$ cat src/rtl/dp_alu_pkg.sv
package dp_alu_pkg;
  typedef enum logic [3:0] {
    OP_MOV = 4'd0, OP_ADD = 4'd1, OP_SUB = 4'd2,  OP_RSB = 4'd3,
    OP_ORR = 4'd4, OP_AND = 4'd5, OP_EOR = 4'd6,  OP_BIC = 4'd7,
    OP_CMP = 4'd8, OP_TST = 4'd9, OP_TEQ = 4'd10
  } op_e;

  localparam int F_N = 3;
  localparam int F_Z = 2;
  localparam int F_C = 1;
  localparam int F_V = 0;

  function automatic logic is_known(input logic [3:0] op);
    return op <= 4'd10;
  endfunction

  function automatic logic is_compare(input logic [3:0] op);
    return (op == OP_CMP) || (op == OP_TST) || (op == OP_TEQ);
  endfunction

  function automatic logic uses_adder(input logic [3:0] op);
    return (op == OP_ADD) || (op == OP_SUB) || (op == OP_RSB) || (op == OP_CMP);
  endfunction
endpackage

$ cat src/rtl/dp_alu_core.sv
module dp_alu_core
  import dp_alu_pkg::*;
#(
  parameter int WIDTH = 32
) (
  input  logic [3:0]       op,
  input  logic [WIDTH-1:0] a,
  input  logic [WIDTH-1:0] b,
  output logic [WIDTH-1:0] res,
  output logic             add_c,
  output logic             add_v
);
  localparam int MSB = WIDTH - 1;

  function automatic logic [WIDTH:0] add_cin(input logic [WIDTH-1:0] x,
                                             input logic [WIDTH-1:0] y,
                                             input logic cin);
    return {1'b0, x} + {1'b0, y} + {{WIDTH{1'b0}}, cin};
  endfunction

  logic [WIDTH-1:0] ax, ay;
  logic             cin;
  logic [WIDTH:0]   sum;

  // operand steering: subtract forms use x + ~y + 1
  always_comb begin
    ax  = a;
    ay  = b;
    cin = 1'b0;
    case (op)
      OP_SUB, OP_CMP: begin ay = ~b; cin = 1'b1; end
      OP_RSB:         begin ax = b; ay = ~a; cin = 1'b1; end
      default: ;
    endcase
  end

  assign sum   = add_cin(ax, ay, cin);
  assign add_c = sum[WIDTH];
  assign add_v = (ax[MSB] == ay[MSB]) && (sum[MSB] != ax[MSB]);

  always_comb begin
    case (op)
      OP_MOV:                         res = b;
      OP_ADD, OP_SUB, OP_RSB, OP_CMP: res = sum[MSB:0];
      OP_ORR:                         res = a | b;
      OP_AND, OP_TST:                 res = a & b;
      OP_EOR, OP_TEQ:                 res = a ^ b;
      OP_BIC:                         res = a & ~b;
      default:                        res = '0;
    endcase
  end
endmodule

$ cat src/rtl/dp_alu_flags.sv
module dp_alu_flags
  import dp_alu_pkg::*;
#(
  parameter int WIDTH = 32
) (
  input  logic [3:0]       op,
  input  logic [WIDTH-1:0] res,
  input  logic             add_c,
  input  logic             add_v,
  input  logic             shift_carry,
  input  logic             set_flags,
  input  logic [3:0]       flags_in,
  output logic             flag_upd,
  output logic [3:0]       flags_nxt
);
  localparam int MSB = WIDTH - 1;

  logic [3:0] calc;

  always_comb begin
    calc[F_N] = res[MSB];
    calc[F_Z] = (res == '0);
    calc[F_C] = uses_adder(op) ? add_c : shift_carry;
    calc[F_V] = uses_adder(op) ? add_v : flags_in[F_V];
    flag_upd  = is_known(op) && (set_flags || is_compare(op));
    flags_nxt = flag_upd ? calc : flags_in;
  end
endmodule

$ cat src/rtl/dp_alu_unit.sv
module dp_alu_unit
  import dp_alu_pkg::*;
#(
  parameter int WIDTH = 32
) (
  input  logic             clk,
  input  logic             rst_n,
  input  logic [3:0]       op_code,
  input  logic [WIDTH-1:0] opnd_a,
  input  logic [WIDTH-1:0] opnd_b,
  input  logic             shift_carry,
  input  logic             set_flags,
  input  logic [3:0]       flags_in,
  output logic [WIDTH-1:0] result_q,
  output logic             dest_we_q,
  output logic [3:0]       flags_q
);
  logic [WIDTH-1:0] alu_res;
  logic             alu_c, alu_v;
  logic             flag_upd;
  logic [3:0]       flags_nxt;
  logic             dest_we;

  dp_alu_core #(.WIDTH(WIDTH)) u_core (
    .op    (op_code),
    .a     (opnd_a),
    .b     (opnd_b),
    .res   (alu_res),
    .add_c (alu_c),
    .add_v (alu_v)
  );

  dp_alu_flags #(.WIDTH(WIDTH)) u_flags (
    .op          (op_code),
    .res         (alu_res),
    .add_c       (alu_c),
    .add_v       (alu_v),
    .shift_carry (shift_carry),
    .set_flags   (set_flags),
    .flags_in    (flags_in),
    .flag_upd    (flag_upd),
    .flags_nxt   (flags_nxt)
  );

  assign dest_we = is_known(op_code) && !is_compare(op_code);

  always_ff @(posedge clk or negedge rst_n) begin
    if (!rst_n) begin
      result_q  <= '0;
      dest_we_q <= 1'b0;
      flags_q   <= '0;
    end else begin
      result_q  <= alu_res;
      dest_we_q <= dest_we;
      flags_q   <= flags_nxt;
    end
  end
endmodule

$ cat config.mk
export PLATFORM = sky130hd
export DESIGN_NAME = dp_alu_unit
export DESIGN_NICKNAME = d
export VERILOG_FILES = /design/src/rtl/dp_alu_pkg.sv /design/src/rtl/dp_alu_core.sv /design/src/rtl/dp_alu_flags.sv /design/src/rtl/dp_alu_unit.sv
export SDC_FILE = /design/constraint.sdc
export NUM_CORES = 1
export LEC_CHECK = 0
export ABC_CLOCK_PERIOD_IN_PS = 800
export BUFFER_PORTS_ARGS = -buffer_cell sky130_fd_sc_hd__buf_2
export CAP_MARGIN = 20
export CORE_ASPECT_RATIO = 0.6
export CORE_MARGIN = 3
export CORE_UTILIZATION = 52
export CTS_CLUSTER_SIZE = 12
export DETAILED_ROUTE_END_ITERATION = 8
export PLACE_DENSITY = 0.79
export SKIP_CTS_REPAIR_TIMING = 1
export SLEW_MARGIN = 30
export SYNTH_ARGS = -nofsm -noshare
export SYNTH_HDL_FRONTEND = slang
export SYNTH_HIERARCHICAL = 1
export SYNTH_SLANG_ARGS = --single-unit
$ cat constraint.sdc
create_clock -name clk -period 0.8 [get_ports clk]
set_clock_uncertainty 0.1 [all_clocks]
set_input_delay 0 -clock clk [delete_from_list [all_inputs] [get_ports clk]]
set_output_delay 0 -clock clk [all_outputs]
set_load 0.05 [all_outputs]
==> flow_metrics.tcl, run 1 <==
set metrics [dict create \
    std_cell_rows 29 \
    syn-cell-area_um2 5800 \
    syn_inst 818 \
    track_usage_pct 79.9 \
    die_h_um 87.8 \
    io_buffers 112 \
    cts_sinks 37 \
    yosys_warnings 6 \
    htreeDepth 2 \
    clock_tree.buffer_depth 2 \
    worstEndpointType "register input" \
    dpl_cell_area_um2 8580 \
    cts-root-buf "clkbuf_16" \
    die_x_um 142 \
    grt_max_degree 52 \
    cts_buffers 5 \
    dpl_worst_slack_ns -3.00 \
    outcome "did not finish" \
    dpl.hpwl_um 18600 \
    grt-worst-endpoint "flags_q[2]$_DFF_PN0_/D" \
    synth_area_per_cell_um2 7.09 \
    grt_overflow_total 12 \
    io_pins 113 \
    tool.error "[ERROR GRT-0232] Routing congestion too high. Check the congestion heatmap in the GUI." \
    antenna_found_initial 6 \
    syn-num-nets 959 \
    lastStage "5_1_grt" \
    gp_congestion 1.09 \
    initial_core_util_pct 54.2 \
]
through the flow:
step,TNS [ns],cells
4_1_cts,-79.73,1290
3_5_place_dp,-83.05,1282
3_3_place_gp,-80.05,1282
2_1_floorplan,-66.42,818
routing by layer:
layer	overflow	track usage [%]
met1	0	80.4
met2	7	92.1
met3	0	71.8
met4	5	75.3
met5	0	41.4
==> run 2, diff against run 1 <==
Settings changed: ABC_CLOCK_PERIOD_IN_PS 800 to 1050, CORE_ASPECT_RATIO 0.6 to not set, CORE_UTILIZATION 52 to 40, CTS_CLUSTER_SIZE 12 to not set, PLACE_DENSITY 0.79 to not set, PLACE_DENSITY_LB_ADDON set to 0.15.
Clock period 0.8 ns to 1.05 ns, I/O delays scaled along.
==> run 2 against run 1 <==
  * Synthesized cell count unchanged
  * The flow now finishes, with violations (negative setup slack)
  * Synthesized area unchanged
==> flow_metrics.tcl, run 2 <==
set metrics [dict create \
    outcome "complete, but fails checks" \
    violations "negative setup slack" \
    top_regs "result_q (32), flags_q (4), dest_we_q (1)" \
    crit_required_ns 1.14 \
    antenna_found_initial 1 \
    via_per_inst 5.45 \
    std_cell_rows 43 \
    drtIter0Drc 494 \
    avgRoutedWirePerCell_um 15.9 \
    drt_wl_total_um 21600 \
    fin_ws_ns -2.40 \
    seqPwrFrac_pct 15.9 \
    final_common_cell "buf_4" \
    path_clk_slew_ns 0.06 \
    internal-power_w 0.00619 \
    core-area_um2 14000 \
    cts_buffers 5 \
    clock_tree.buffer_depth 2 \
    syn_inst 818 \
    hold_class "in -> reg" \
    final-setup-viol-count 36 \
    cp_max_fo 8 \
    relSlewSlack_pct 68.6 \
    post-route-period-util_pct 328 \
    grt_pass1_vias 6752 \
    maxSlewViolCount 0 \
    antenna_left 0 \
    endpoint_kind "flip-flop" \
    pwr-share-clk_pct 16.5 \
    area_growth_pct 67.7 \
    setup_tns_ns -59.07 \
    syn-cell-area_um2 5800 \
    hold_viol_final 0 \
    critPathKind "in -> reg" \
    largest_reg_flops 32 \
    nNetsFinal 1318 \
    die_h_um 126 \
    max_cap_viol_count 0 \
    powerDensity_nw_per_um2 1110 \
    grt_pass1_wl_um 32700 \
    top_register "result_q" \
    io_buffers 112 \
    multi_input_area_um2 5080 \
    dpl.hpwl_um 16200 \
    finalCriticalPeriod_ns 3.45 \
    tightestPinTransition_ns 0.468 \
    layout-drive-gt1-share_pct 44.7 \
    drcViolationCount 0 \
    grt_overflow_total 0 \
    first_pass_iters 5 \
    synth_area_per_cell_um2 7.09 \
    rsz0062_at_grt "yes" \
    dieArea_um2 16000 \
    cts_sinks 37 \
    start_kind "input pin" \
    post-route-util_pct 69.2 \
    grt_max_degree 40 \
    tritoncts "yes" \
    die_x_um 126 \
    initial_core_util_pct 41.3 \
    irDropWorstVdd_mv 0.594 \
    io_pins 113 \
    switching_share_pct 42.6 \
    syn-num-nets 959 \
    htreeDepth 2 \
    total_power_w 0.0108 \
    arrival_ns 3.54 \
    track_usage_pct 24.6 \
    mostFrequentLayoutCells "buf_4 (249), buf_2 (110), nor2_1 (81), inv_1 (72), nand2_1 (64)" \
    cts-root-buf "clkbuf_16" \
    p_leak_nw 4.91 \
    gp_congestion 0.950 \
    max_freq_mhz 290 \
    seq_area_um2 926 \
    pwr-share-comb_pct 67.6 \
    fill_cells 1168 \
    via_count 7404 \
    yosys_warnings 6 \
    switching_power_w 0.00460 \
]
-- run 2: critical path, cell delays in order --
cell	delay, ns
buf_12	0.11
xnor2_4	0.14
nor3_4	0.22
inv_1	0.08
nand2_2	0.11
buf_12	0.14
buf_12	0.12
buf_6	0.09
o21ai_4	0.05
ha_4	0.30
nand4_1	0.15
a21oi_1	0.21
a211o_1	0.27
o32ai_4	0.16
or4_4	0.52
nand4_1	0.16
o211ai_4	0.11
nor4_4	0.25
nand4_1	0.14
o31ai_2	0.19
-- run 2: area by class of cell --
class | count | share of cell area [%]
multi-input cells | 659 | 52.2
repair buffers | 402 | 31.3
flip-flops and latches | 37 | 9.52
inverters | 72 | 2.78
well taps | 180 | 2.32
clock buffers | 7 | 1.47
clock inverters | 1 | 0.309
diodes | 1 | 0.0257
-- run 2: worst paths after layout --
kind / from / to / slack, ns / cells past startpoint
max: op_code[1] / flags_q[2] / -2.40 / 20
min: opnd_a[19] / result_q[19] / 0.03 / 4
max in group asynchronous: rst_n / flags_q[2] / 0.35 / 3
min in group asynchronous: rst_n / result_q[15] / 0.05 / 2
-- run 2: stage by stage --
stage,std cells,area (um^2),worst slack (ns),hold WS (ns)
finish,1359,9720,-2.40,0.0301
detailed placement,1314,8590,-2.71,-0.186
global placement,1314,8590,-2.60,-0.184
floorplan,818,5990,-2.35,-0.396
CTS,1322,8760,-2.43,-0.490
global route,1359,9720,-2.59,0.0442
-- run 2: routing by layer --
metal	share of wire [%]	vias up	wire [um]	global-route usage, %
met3	5.5	33	1180	2.15
met2	48	237	10400	41.4
met5	0	-	0	0
met4	1.9	0	402	6.12
li1	-	3682	-	-
met1	45	3452	9610	34.1
-- run 2: power by group through the flow --
stage | logic (W) | registers (W) | clock network (W)
finish | 0.00729 | 0.00172 | 0.00178
global route | 0.00783 | 0.00174 | 0.00188
CTS | 0.00624 | 0.00172 | 0.00182
detailed placement | 0.00619 | 0.00175 | 0
global placement | 0.00616 | 0.00174 | 0
floorplan | 0.00266 | 0.00265 | 0
(Power assumes the default switching activity.)
==> run 3, diff against run 2 <==
Settings changed: CORE_ASPECT_RATIO set to 1.1.
==> run 3 against run 2 <==
  * The run still ends with negative setup slack left
  * Wire length grew 11%
  * Sequential power is essentially flat
  * Setup slack lost 0.066 ns
  * Final area rose by 2.4%
  * Clock-buffer cell count fell by 2
  * Total power rose by 3.3%
  * Sequential share of layout area shrank 0.22 points
  * Die area about the same
  * Critical path depth down 1
  * Highest routed layer unchanged
==> flow_metrics.tcl, run 3 (same netlist as run 2, synthesis figures left out) <==
set metrics [dict create \
    hold_class "in -> reg" \
    drt_wl_total_um 24000 \
    total_power_w 0.0112 \
    avgRoutedWirePerCell_um 17.5 \
    tritoncts "yes" \
    p_leak_nw 4.99 \
    hold_viol_final 0 \
    max_cap_viol_count 0 \
    critPathKind "in -> reg" \
    die_h_um 132 \
    cts-root-buf "clkbuf_16" \
    antenna_left 0 \
    final_cell_area_um2 9950 \
    die_x_um 121 \
    endpoint_kind "flip-flop" \
    std_cell_rows 45 \
    path_clk_slew_ns 0.06 \
    dpl_worst_slack_ns -2.74 \
    cp_max_fo 4 \
    final_common_cell "buf_4" \
    initial_core_util_pct 41.3 \
    pwr-share-clk_pct 17.9 \
    top_register "result_q" \
    seqPwrFrac_pct 15.5 \
    irDropWorstVdd_mv 0.838 \
    track_usage_pct 24.6 \
    max_freq_mhz 285 \
    core-area_um2 14000 \
    final-setup-viol-count 36 \
    maxSlewViolCount 0 \
    start_kind "input pin" \
    io_pins 113 \
    first_pass_iters 6 \
    grt_overflow_total 0 \
    finalCriticalPeriod_ns 3.51 \
    violations "negative setup slack" \
    dpl.hpwl_um 16400 \
    via_per_inst 5.63 \
    tightestPinTransition_ns 0.580 \
    insertedDiodeCount 0 \
    fill_cells 1038 \
    io_buffers 112 \
    largest_reg_flops 32 \
    dpl_cell_area_um2 8510 \
    clock_tree.buffer_depth 2 \
    grt_pass1_vias 6726 \
    cts_buffers 5 \
    cts_sinks 37 \
    layout-drive-gt1-share_pct 45.3 \
    grt_pass1_wl_um 32300 \
    grt_max_degree 41 \
    drtIter0Drc 546 \
    via_count 7719 \
    post-route-period-util_pct 334 \
    mostFrequentLayoutCells "buf_4 (244), buf_2 (109), nor2_1 (80), inv_1 (71), nand2_1 (65)" \
    gp_congestion 0.934 \
    antenna_found_initial 0 \
    htreeDepth 2 \
    pwr-share-comb_pct 66.6 \
    switching_share_pct 42.8 \
    drcViolationCount 0 \
    arrival_ns 3.61 \
    switching_power_w 0.00477 \
    powerDensity_nw_per_um2 1120 \
    dieArea_um2 16000 \
    rsz0062_at_grt "yes" \
    fin_hold_ws_ns 0.0314 \
    fin_ws_ns -2.46 \
    outcome "complete, but fails checks" \
    area_growth_pct 71.7 \
    relSlewSlack_pct 61.3 \
    nNetsFinal 1324 \
    top_regs "result_q (32), flags_q (4), dest_we_q (1)" \
    crit_required_ns 1.15 \
    internal-power_w 0.00638 \
]
[run 3: changes by cell type in the layout (fill, tap and decap cells not counted), moves of 4 or more]
cell       change
clkbuf_16      +5
o21ai_0        -4
buf_4          -5
a21oi_1        -5
a21oi_2        +4
buf_6          +4
[run 3: layout make-up]
cell class,instances,area [um^2],area share [%]
Sequential cell,37,926,9.30
Multi-Input combinational cell,659,5110,51.3
Timing Repair Buffer,408,3220,32.4
Clock buffer,5,125,1.26
Inverter,72,270,2.71
Clock inverter,3,65.1,0.654
Tap cell,188,235,2.36
[run 3: worst paths after layout]
check                      depth (start not counted)  slack [ns]      endpoint  startpoint
max                                               19       -2.46    flags_q[2]  op_code[1]
min                                                3        0.03    flags_q[3]   set_flags
max in group asynchronous                          3        0.55  result_q[15]       rst_n
min in group asynchronous                          3        0.11   result_q[0]       rst_n
[run 3: power groups by stage]
stage | logic (W) | registers (W) | clock network [W]
final | 0.00743 | 0.00173 | 0.00199
after global routing | 0.00789 | 0.00175 | 0.00209
after CTS | 0.00618 | 0.00173 | 0.00201
after detailed placement | 0.00614 | 0.00175 | 0
after global placement | 0.00610 | 0.00175 | 0
after floorplan | 0.00266 | 0.00265 | 0
[run 3: layer usage]
metal	part of all wire, %	wire length [um]	track usage, %	up-vias
li1	-	-	-	3689
met1	40	9480	31.0	3605
met2	49	11800	43.6	338
met3	6.3	1510	3.00	87
met4	4.8	1150	7.30	0
met5	0	0	0	-
[run 3: per-stage QoR]
stage                     instances  utilization [%]  TNS, ns
after floorplan                 818                -   -57.42
after global placement         1313             60.7   -69.75
after global routing           1372             71.0   -62.17
final                          1372             71.0   -58.74
after detailed placement       1313             60.7   -71.11
after CTS                      1321             62.1   -60.97
[run 3: worst max-delay path: stages]
cell and delay (ns):
buf_12 0.11, xnor2_4 0.14, nor3_4 0.20, inv_2 0.08
nand2_4 0.11, buf_6 0.11, o21ai_2 0.05, fa_2 0.37
fa_2 0.37, a21o_4 0.22, nand4_4 0.15, a21boi_0 0.17
o21ai_1 0.33, a21oi_1 0.18, nor3_2 0.22, o31ai_4 0.11
nor4_1 0.19, nand4_1 0.20, o31ai_1 0.28
==> run 4, diff against run 3 <==
Settings changed: PLACE_DENSITY set to 0.59, PLACE_DENSITY_LB_ADDON 0.15 to not set.
==> run 4 against run 3 <==
  * The run still ends with negative setup slack left
  * Final cell count did not move
  * Non-clock buffer count did not move
  * Die area did not move
  * Flip-flop and latch count did not move
  * Global-route usage rose by 0.22 points
  * Hold slack got worse by 0.030 ns
  * Sequential share of layout area barely moved
  * Sequential power barely moved
  * First-iteration DRC count fell by 23%
  * Via count fell by 2.8%
  * Maximum frequency rose by 2.6%
  * Critical path type unchanged
  * Largest power group unchanged
==> flow_metrics.tcl, run 4 (same netlist as run 2, synthesis figures left out) <==
set metrics [dict create \
    antenna_found_initial 0 \
    outcome "complete, but fails checks" \
    arrival_ns 3.52 \
    hold_viol_final 0 \
    crit_required_ns 1.15 \
    via_per_inst 5.47 \
    avgRoutedWirePerCell_um 16.4 \
    endpoint_kind "flip-flop" \
    via_count 7501 \
    core-area_um2 14000 \
    dpl.hpwl_um 16500 \
    maxSlewViolCount 0 \
    grt_overflow_total 0 \
    hold_class "in -> reg" \
    cts_buffers 5 \
    relSlewSlack_pct 69.0 \
    min_path_cells 3 \
    std_cell_rows 45 \
    mostFrequentLayoutCells "buf_4 (252), buf_2 (109), nor2_1 (80), inv_1 (71), nand2_1 (64)" \
    final_common_cell "buf_4" \
    first_pass_iters 5 \
    top_regs "result_q (32), flags_q (4), dest_we_q (1)" \
    rsz0062_at_grt "yes" \
    io_pins 113 \
    start_kind "input pin" \
    cts_sinks 37 \
    layout-drive-gt1-share_pct 45.3 \
    area_growth_pct 71.4 \
    post-route-period-util_pct 326 \
    hold-path-endpoint "dest_we_q" \
    nNetsFinal 1324 \
    dieArea_um2 16000 \
    cp_max_fo 12 \
    fill_cells 1113 \
    internal-power_w 0.00635 \
    crit_family "compound AO/OA/AOI/OAI gates" \
    tritoncts "yes" \
    critPathBufInv 4 \
    max_freq_mhz 292 \
    insertedDiodeCount 0 \
    critPathMaxStageDelay_ns 0.36 \
    clock_tree.buffer_depth 2 \
    finalCriticalPeriod_ns 3.42 \
    cp_slowest_cell "a211o_4" \
    largest_reg_flops 32 \
    drtIter0Drc 421 \
    pwr-share-clk_pct 18.2 \
    seq_area_um2 926 \
    violations "negative setup slack" \
    htreeDepth 2 \
    cts-root-buf "clkbuf_16" \
    die_x_um 121 \
    powerDensity_nw_per_um2 1110 \
    switching_power_w 0.00469 \
    max_cap_viol_count 0 \
    cpMostUsedCell "a21oi_2" \
    fin_hold_ws_ns 0.00168 \
    die_h_um 132 \
    gp_congestion 0.985 \
    drcViolationCount 0 \
    p_leak_nw 5.01 \
    tightestPinTransition_ns 0.461 \
    cp_cell_sequence "buf_12 > xnor2_4 > nor3_4 > buf_6 > buf_12 > a21oi_2 > o21ai_2 > ha_4 > a21oi_2 > o21bai_1 > a211o_1 > buf_6 > a211oi_4 > a21oi_2 > a31o_2 > a211o_4 > nor4_4 > nand4_1 > o31ai_2" \
    grt_max_degree 38 \
    worstHoldStart "op_code[3]" \
    multi_input_area_um2 5130 \
    pwr-share-comb_pct 66.2 \
    grt_pass1_wl_um 32400 \
    total_power_w 0.0110 \
    initial_core_util_pct 41.3 \
    track_usage_pct 24.8 \
    top_register "result_q" \
    seqPwrFrac_pct 15.6 \
    drt_wl_total_um 22500 \
    grt_pass1_vias 6836 \
    antenna_left 0 \
    irDropWorstVdd_mv 0.726 \
    critPathKind "in -> reg" \
    path_clk_slew_ns 0.06 \
    fin_ws_ns -2.37 \
    final-setup-viol-count 36 \
    io_buffers 112 \
    switching_share_pct 42.5 \
]
-- run 4: cell count changes in the layout (fill, tap and decap cells not counted), sizes merged --
cell / change
clkbuf: -3
buf: +4
dlygate4sd3: -1
-- run 4: through the flow --
| stage | TNS [ns] | worst slack [ns] | util (%) | std cells | area, um^2 |
|---|---|---|---|---|---|
| 4_1_cts | -59.99 | -2.46 | 63.0 | 1339 | 8830 |
| 2_1_floorplan | -57.42 | -2.35 | - | 818 | 5990 |
| 3_3_place_gp | -69.37 | -2.69 | 61.7 | 1331 | 8640 |
| 5_1_grt | -61.35 | -2.51 | 70.9 | 1372 | 9940 |
| 6_report | -57.46 | -2.37 | 70.9 | 1372 | 9940 |
| 3_5_place_dp | -70.36 | -2.74 | 61.7 | 1331 | 8640 |
-- run 4: layer usage --
layer,track usage (%),wire length (um)
met5,0,0
met4,8.63,587
met3,2.62,864
met2,43.9,11500
met1,31.1,9560
-- run 4: layout make-up --
cell class                 count  area share [%]
inverter                      72            2.72
tap                          188            2.37
multi-input combinational    659            51.7
clock inverter                 3           0.655
clock buffer                   5            1.26
sequential                    37            9.32
timing repair buffer         408            32.0
-- run 4: worst max path at each step --
stage	end	start	depth (start not counted)	slack [ns]
floorplan	flags_q[2]	op_code[1]	18	-2.35
global placement	flags_q[2]	op_code[2]	19	-2.69
detailed placement	flags_q[2]	op_code[1]	18	-2.74
CTS	flags_q[2]	op_code[1]	18	-2.46
global route	flags_q[2]	op_code[3]	19	-2.51
finish	flags_q[2]	op_code[3]	19	-2.37
-- run 4: power by group through the flow --
stage / clock network (W) / logic, W / registers (W)
after global routing: 0.00211 / 0.00782 / 0.00174
after global placement: 0 / 0.00620 / 0.00174
final: 0.00201 / 0.00730 / 0.00172
after floorplan: 0 / 0.00266 / 0.00265
after detailed placement: 0 / 0.00623 / 0.00175
after CTS: 0.00205 / 0.00627 / 0.00172
